<file path="src/rtl/codelock_pkg.sv">
package codelock_pkg;

  typedef enum logic [1:0] {
    RDM_IDLE = 2'd0,
    RDM_CODE = 2'd1,
    RDM_SIG  = 2'd2
  } rd_mode_e;

  typedef struct packed {
    logic prog_ok;
    logic guarded;
    logic verify_ok;
    logic ext_exec_ok;
  } perm_t;

endpackage

</file>
<file path="src/rtl/cl_rst_sync.sv">
module cl_rst_sync #(
  parameter int STAGES = 2
) (
  input  logic clk,
  input  logic arst_n,
  output logic srst_n
);

  logic [STAGES-1:0] chain_q;
  logic [STAGES-1:0] chain_d;

  always_comb begin
    chain_d = {chain_q[STAGES-2:0], 1'b1};
  end

  always_ff @(posedge clk or negedge arst_n) begin
    if (!arst_n) begin
      chain_q <= '0;
    end else begin
      chain_q <= chain_d;
    end
  end

  assign srst_n = chain_q[STAGES-1];

endmodule

</file>
<file path="src/rtl/cl_level_dec.sv">
module cl_level_dec
  import codelock_pkg::*;
#(
  parameter int LB_W       = 3,
  parameter int VERIFY_LVL = 2,
  parameter int EXT_LVL    = 3
) (
  input  logic [LB_W-1:0] lock_bits,
  output perm_t           perm
);

  localparam int LVW = $clog2(LB_W + 1);

  logic [LB_W-1:0] run;
  logic [LVW-1:0]  level;

  // run[i] is set only while every bit from 0 up to i is programmed
  generate
    for (genvar i = 0; i < LB_W; i++) begin : g_run
      if (i == 0) begin : g_first
        assign run[i] = lock_bits[i];
      end else begin : g_next
        assign run[i] = run[i-1] & lock_bits[i];
      end
    end
  endgenerate

  always_comb begin
    level = '0;
    for (int i = 0; i < LB_W; i++) begin
      level = level + {{(LVW-1){1'b0}}, run[i]};
    end
  end

  always_comb begin
    perm.prog_ok     = (level == '0);
    perm.guarded     = (level != '0);
    perm.verify_ok   = (level < LVW'(VERIFY_LVL));
    perm.ext_exec_ok = (level < LVW'(EXT_LVL));
  end

endmodule

</file>
<file path="src/rtl/cl_strap_latch.sv">
module cl_strap_latch (
  input  logic clk,
  input  logic srst_n,
  input  logic rst_lvl,
  input  logic ea_lvl,
  output logic ea_q,
  output logic vld_q
);

  logic cap_en;
  logic vld_d;

  assign cap_en = rst_lvl;

  always_comb begin
    vld_d = vld_q | cap_en;
  end

  // sample register: meaningful only once vld_q is set
  always_ff @(posedge clk) begin
    if (cap_en) begin
      ea_q <= ea_lvl;
    end
  end

  always_ff @(posedge clk or negedge srst_n) begin
    if (!srst_n) begin
      vld_q <= 1'b0;
    end else begin
      vld_q <= vld_d;
    end
  end

endmodule

</file>
<file path="src/rtl/cl_mode_dec.sv">
module cl_mode_dec
  import codelock_pkg::*;
(
  input  logic       rst_lvl,
  input  logic       pstrb_lvl,
  input  logic       alat_lvl,
  input  logic       ea_lvl,
  input  logic [1:0] hsel_lvl,
  input  logic [1:0] ctl_lvl,
  output rd_mode_e   mode
);

  logic base_ok;

  assign base_ok = rst_lvl & ~pstrb_lvl & alat_lvl & ea_lvl & (hsel_lvl == 2'b00);

  always_comb begin
    mode = RDM_IDLE;
    if (base_ok) begin
      unique case (ctl_lvl)
        2'b11:   mode = RDM_CODE;
        2'b00:   mode = RDM_SIG;
        default: mode = RDM_IDLE;
      endcase
    end
  end

endmodule

</file>
<file path="src/rtl/codelock_ctrl.sv">
module codelock_ctrl
  import codelock_pkg::*;
#(
  parameter int                     LB_W      = 3,
  parameter int                     ADDR_W    = 12,
  parameter int                     DATA_W    = 8,
  parameter int                     SIG_N     = 3,
  parameter logic [ADDR_W-1:0]      SIG_BASE  = 12'h030,
  parameter logic [SIG_N*DATA_W-1:0] SIG_BYTES = 24'h01_80_1E
) (
  input  logic              clk,
  input  logic              rst_n,
  input  logic [LB_W-1:0]   lock_bits,
  input  logic              rst_lvl,
  input  logic              pstrb_lvl,
  input  logic              alat_lvl,
  input  logic              ea_lvl,
  input  logic [1:0]        hsel_lvl,
  input  logic [1:0]        ctl_lvl,
  input  logic [ADDR_W-1:0] addr,
  input  logic [DATA_W-1:0] code_rdata,
  input  logic              fetch_ext,
  output logic              prog_ok,
  output logic              movc_int_ok,
  output logic              verify_ok,
  output logic              ext_exec_ok,
  output logic              ea_eff,
  output logic              ea_latched_vld,
  output logic              fetch_ext_sel,
  output logic [DATA_W-1:0] rd_data,
  output logic [1:0]        rd_mode
);

  logic        srst_n;
  perm_t       perm;
  logic        ea_q;
  logic        ea_vld;
  rd_mode_e    mode;

  cl_rst_sync #(.STAGES(2)) u_rsync (
    .clk    (clk),
    .arst_n (rst_n),
    .srst_n (srst_n)
  );

  cl_level_dec #(.LB_W(LB_W)) u_lvl (
    .lock_bits (lock_bits),
    .perm      (perm)
  );

  cl_strap_latch u_strap (
    .clk     (clk),
    .srst_n  (srst_n),
    .rst_lvl (rst_lvl),
    .ea_lvl  (ea_lvl),
    .ea_q    (ea_q),
    .vld_q   (ea_vld)
  );

  cl_mode_dec u_mode (
    .rst_lvl   (rst_lvl),
    .pstrb_lvl (pstrb_lvl),
    .alat_lvl  (alat_lvl),
    .ea_lvl    (ea_lvl),
    .hsel_lvl  (hsel_lvl),
    .ctl_lvl   (ctl_lvl),
    .mode      (mode)
  );

  // permissions and fetch steering
  logic ea_sel;

  always_comb begin
    if (perm.guarded) begin
      ea_sel = ea_vld ? ea_q : 1'b1;
    end else begin
      ea_sel = ea_lvl;
    end
  end

  assign prog_ok        = perm.prog_ok;
  assign verify_ok      = perm.verify_ok;
  assign ext_exec_ok    = perm.ext_exec_ok;
  assign movc_int_ok    = ~(perm.guarded & fetch_ext);
  assign ea_eff         = ea_sel;
  assign ea_latched_vld = ea_vld;
  assign fetch_ext_sel  = perm.ext_exec_ok & ~ea_sel;

  // signature byte lookup
  logic [SIG_N-1:0]  sig_hit;
  logic [DATA_W-1:0] sig_word;

  generate
    for (genvar i = 0; i < SIG_N; i++) begin : g_sig
      assign sig_hit[i] = (addr == SIG_BASE + ADDR_W'(i));
    end
  endgenerate

  always_comb begin
    sig_word = '0;
    for (int i = 0; i < SIG_N; i++) begin
      if (sig_hit[i]) begin
        sig_word = sig_word | SIG_BYTES[i*DATA_W +: DATA_W];
      end
    end
  end

  // read-back path: next state
  logic [DATA_W-1:0] rd_d;
  logic [DATA_W-1:0] rd_q;
  rd_mode_e          mode_q;
  logic              rd_en;

  always_comb begin
    unique case (mode)
      RDM_CODE: rd_d = perm.verify_ok ? code_rdata : '0;
      RDM_SIG:  rd_d = sig_word;
      default:  rd_d = '0;
    endcase
  end

  assign rd_en = (mode != RDM_IDLE) | (mode_q != RDM_IDLE);

  // read-back path: registers
  always_ff @(posedge clk or negedge srst_n) begin
    if (!srst_n) begin
      rd_q   <= '0;
      mode_q <= RDM_IDLE;
    end else if (rd_en) begin
      rd_q   <= rd_d;
      mode_q <= mode;
    end
  end

  assign rd_data = rd_q;
  assign rd_mode = mode_q;

endmodule

</file>
<file path="config.mk">
export PLATFORM = sky130hd
export DESIGN_NAME = codelock_ctrl
export DESIGN_NICKNAME = d
export VERILOG_FILES = /design/src/rtl/codelock_pkg.sv /design/src/rtl/cl_rst_sync.sv /design/src/rtl/cl_level_dec.sv /design/src/rtl/cl_strap_latch.sv /design/src/rtl/cl_mode_dec.sv /design/src/rtl/codelock_ctrl.sv
export SDC_FILE = /design/constraint.sdc
export NUM_CORES = 1
export LEC_CHECK = 0
export ABC_AREA = 1
export BUFFER_PORTS_ARGS = -buffer_cell sky130_fd_sc_hd__buf_2
export CELL_PAD_IN_SITES_DETAIL_PLACEMENT = 1
export CELL_PAD_IN_SITES_GLOBAL_PLACEMENT = 2
export CORE_MARGIN = 3
export CORE_UTILIZATION = 22
export CTS_BUF_LIST = sky130_fd_sc_hd__clkbuf_4 sky130_fd_sc_hd__clkbuf_8 sky130_fd_sc_hd__clkbuf_16
export DETAILED_ROUTE_END_ITERATION = 6
export GPL_ROUTABILITY_DRIVEN = 1
export MAX_ROUTING_LAYER = met4
export PLACE_DENSITY = 0.92
export SETUP_SLACK_MARGIN = 0.05
export SYNTH_ARGS = -nofsm -noshare
export SYNTH_HDL_FRONTEND = slang
export SYNTH_SLANG_ARGS = --single-unit
</file>
<file path="constraint.sdc">
create_clock -name clk -period 2 [get_ports clk]
set_input_delay 0.4 -clock clk [delete_from_list [all_inputs] [get_ports clk]]
set_output_delay 0.4 -clock clk [all_outputs]
set_load 0.02 [all_outputs]
</file>
==> flow_summary_export.csv <==
group,metric,value,unit
clock_tree,postCtsSetupBuffers,0,
logic_synthesis,synthesis.area,788,um2
grt,grt_max_degree,14,
worst_setup_path,crit_end,"rd_data[2]",
routing,dr_wl_met3,75,um
die,rows,21,
outcome,status,"completed",
logic_synthesis,synth_nets,141,
worst_setup_path,ff2ff_setup_slack,630,ps
final_layout,ff_latch_area,355,um2
logic_synthesis,avgSynthCellArea,7.58,um2
worst_setup_path,crit-reg2reg-launch,"rd_mode[1]",
timing,max_freq,621,MHz
final_layout,finalNetCount,196,
die,start_util,23.3,%
logic_synthesis,ys_types,20,
clock_tree,post_cts_resized,0,
clock_tree,clk_pin_slew_worst_paths,90,ps
worst_setup_path,worst_path_max_delay_cell,"nand4_1",
clock_tree,cts-root-buf,"clkbuf_4",
power_and_ir_drop,peakVddDrop,0.000240,V
placed_design,io_buffers,50,
worst_setup_path,max_stage_delay,190,ps
logic_synthesis,yosysWarnings,0,
logic_synthesis,synth_seq_cells,14,
worst_setup_path,worstPathCellList,"buf_2 -> nand2_1 -> nor3b_2 -> nand4_1 -> inv_1 -> ha_1 -> inv_1 -> nor2_1 -> nand2_1 -> nor2_1 -> nand2_1 -> nand2_1 -> nand2_1 -> nand2_1",
worst_setup_path,required,2220,ps
logic_synthesis,synth_edf_count,1,
timing,fin_crit_sh,80.6,%
die,chipWidth,65.9,um
timing,slew_viol_final,0,
final_layout,final_area,1130,um2
routing,drcViolationCount,0,
placed_design,gp_congestion,0.746,
placed_design,dp_hpwl,1870,um
routing,met1_length,816,um
worst_setup_path,crit_start,"ea_lvl",
logic_synthesis,synth_mux_area_share,0,%
timing,setup_viol_count_final,0,
power_and_ir_drop,p_leak,0.666,nW
placed_design,dp_cells,199,
routing,drtIter0Drc,4,
worst_setup_path,critPathLaunchType,"input pin",
grt,antenna_found_initial,0,
final_layout,drive_above_1_share,40.5,%
die,die-area,4340,um2
worst_setup_path,critPathMaxFanout,4,
final_layout,layout_commonest_cell,"buf_2",
worst_setup_path,end_kind,"register",
die,pin_count,51,
final_layout,num-fill-cells,442,
grt,grtUsageTotal,10.6,%
grt,grt_first_pass_wirelength,3510,um
logic_synthesis,synth_xor_area_share,0,%
timing,finalHoldViolations,0,
final_layout,area_growth,43.5,%
grt,grt_pass1_vias,842,
die,die_h,65.9,um
timing,tightestPinTransition,555,ps
clock_tree,numCtsBuffers,3,
logic_synthesis,synth_flop_cell,"dfrtp_1",
timing,rsz0062_at_grt,"no",
final_layout,antenna_cells,0,
worst_setup_path,rr_worst_depth,4,
placed_design,dpl_cell_area,1080,um2
timing,fin_worst_skew,4.28,ps
final_layout,mostFrequentLayoutCells,"buf_2 (50), nand2_1 (41), inv_1 (13), dfrtp_1 (13), nor2_1 (12)",
run,drv_cap,0,
power_and_ir_drop,p_per_area,504,nW/um2
timing,holdWs,188,ps
timing,min_period,1610,ps
clock_tree,cts_tree,"built",
timing,slew_headroom,62.9,%
routing,route.met2.wl,1240,um
worst_setup_path,cp.arrival,1830,ps
clock_tree,worstSkewPairLatency,280,ps
grt,grt-ovfl-total,0,
clock_tree,ctsHoldBuffers,1,
routing,drt_wl_total,2170,um
routing,drt-wirelength-per-cell,10.6,um
logic_synthesis,synth_top_family_by_area,"simple AND/OR/NAND/NOR gates",
logic_synthesis,ys_async_sr_fraction,92.9,%
logic_synthesis,synthSimpleGateAreaFrac,38.9,%
power_and_ir_drop,total_power,0.570,mW
clock_tree,clkSinkCount,14,
logic_synthesis,synth_compound_area_share,2.70,%
routing,maxUsedRoutingLayer,"met4",
worst_setup_path,r2r_end,"rd_data[2]",
logic_synthesis,synthAdderAreaFrac,4.76,%
worst_setup_path,worstSetupPathType,"input pin to register",
timing,finalSetupTns,0,ps
logic_synthesis,yosysSeqAreaShare,45.1,%
final_layout,stdcell_count,204,
clock_tree,cts.path.max_buffers,2,
hold_path,hold_path_class,"register to async pin",
routing,ant_nets,0,
clock_tree,cts-htree-levels,1,
routing,vias,822,
logic_synthesis,synthCells,104,
routing,first_pass_iters,6,
final_layout,multiInputGateArea,369,um2
die,coreArea,3390,um2
worst_setup_path,cp_common_cell,"nand2_1",
routing,via_per_inst,4.03,
## routing by layer
layer | vias up | GRT usage [%]
met5 | - | -
met4 | 0 | 3.89
met3 | 2 | 1.87
met2 | 15 | 19.3
met1 | 381 | 11.5
li1 | 424 | -
## sequential cells by signal, indices dropped and copies added, names as in the netlist
signal and count:
rd_mode 2, u_rsync.chain_q 2, u_strap.ea_q 1, rd_data 8, u_strap.vld_q 1
## synthesized netlist by cell type (2+ instances only)
cell | n | share of area, %
nor2_1 | 12 | 5.7
ha_1 | 3 | 4.8
dfrtp_1 | 13 | 41
nand4_1 | 2 | 1.6
inv_1 | 13 | 6.2
nand2_1 | 41 | 20
nor2_2 | 2 | 1.6
nand2_2 | 3 | 2.4
nand3_1 | 3 | 1.9
o21ai_1 | 2 | 1.3
## cell type report
type / instances / share of cell area [%]
multi-input combinational: 75 / 32.6
inverter: 14 / 4.65
timing repair buffer: 51 / 23.0
clock buffer: 4 / 3.21
tap: 46 / 5.09
sequential: 14 / 31.4
## through the flow
stage          util, %  worst slack, ps
2_1_floorplan        -              458
3_3_place_gp      32.0              164
3_5_place_dp      32.0             65.5
4_1_cts           33.4              368
5_1_grt           33.4              149
6_report          33.4              389
## worst max-delay path, delay by kind of cell
family | cells | cell delay (ps)
and+or+nand+nor | 10 | 1010
buffers and inverters | 3 | 250
adders and majority gates | 1 | 180
## cell families (layout without fill, tap and decap cells)
logic type,Yosys count,count (layout)
buf+inv,15,69
compound gates,4,4
simple gates,67,67
fa+ha+maj,3,3
other cells,1,1
flops,14,14
## power by group
part           switching [mW]  leakage [nW]  internal, mW
clock                  0.0918        0.0210         0.111
sequential            0.00500         0.182         0.289
combinational          0.0374         0.463        0.0355
## worst min-delay path by stage
stage                             startpoint  slack (ps)                 end
final                     u_rsync.chain_q[1]         190          rd_mode[0]
after global routing      u_rsync.chain_q[1]         240          rd_data[7]
after CTS                 u_rsync.chain_q[1]         210       u_strap.vld_q
after detailed placement               rst_n         190  u_rsync.chain_q[1]
after global placement    u_rsync.chain_q[1]         180       u_strap.vld_q
after floorplan                        rst_n         100  u_rsync.chain_q[0]
Note: power is estimated with default switching activity, not from simulation.
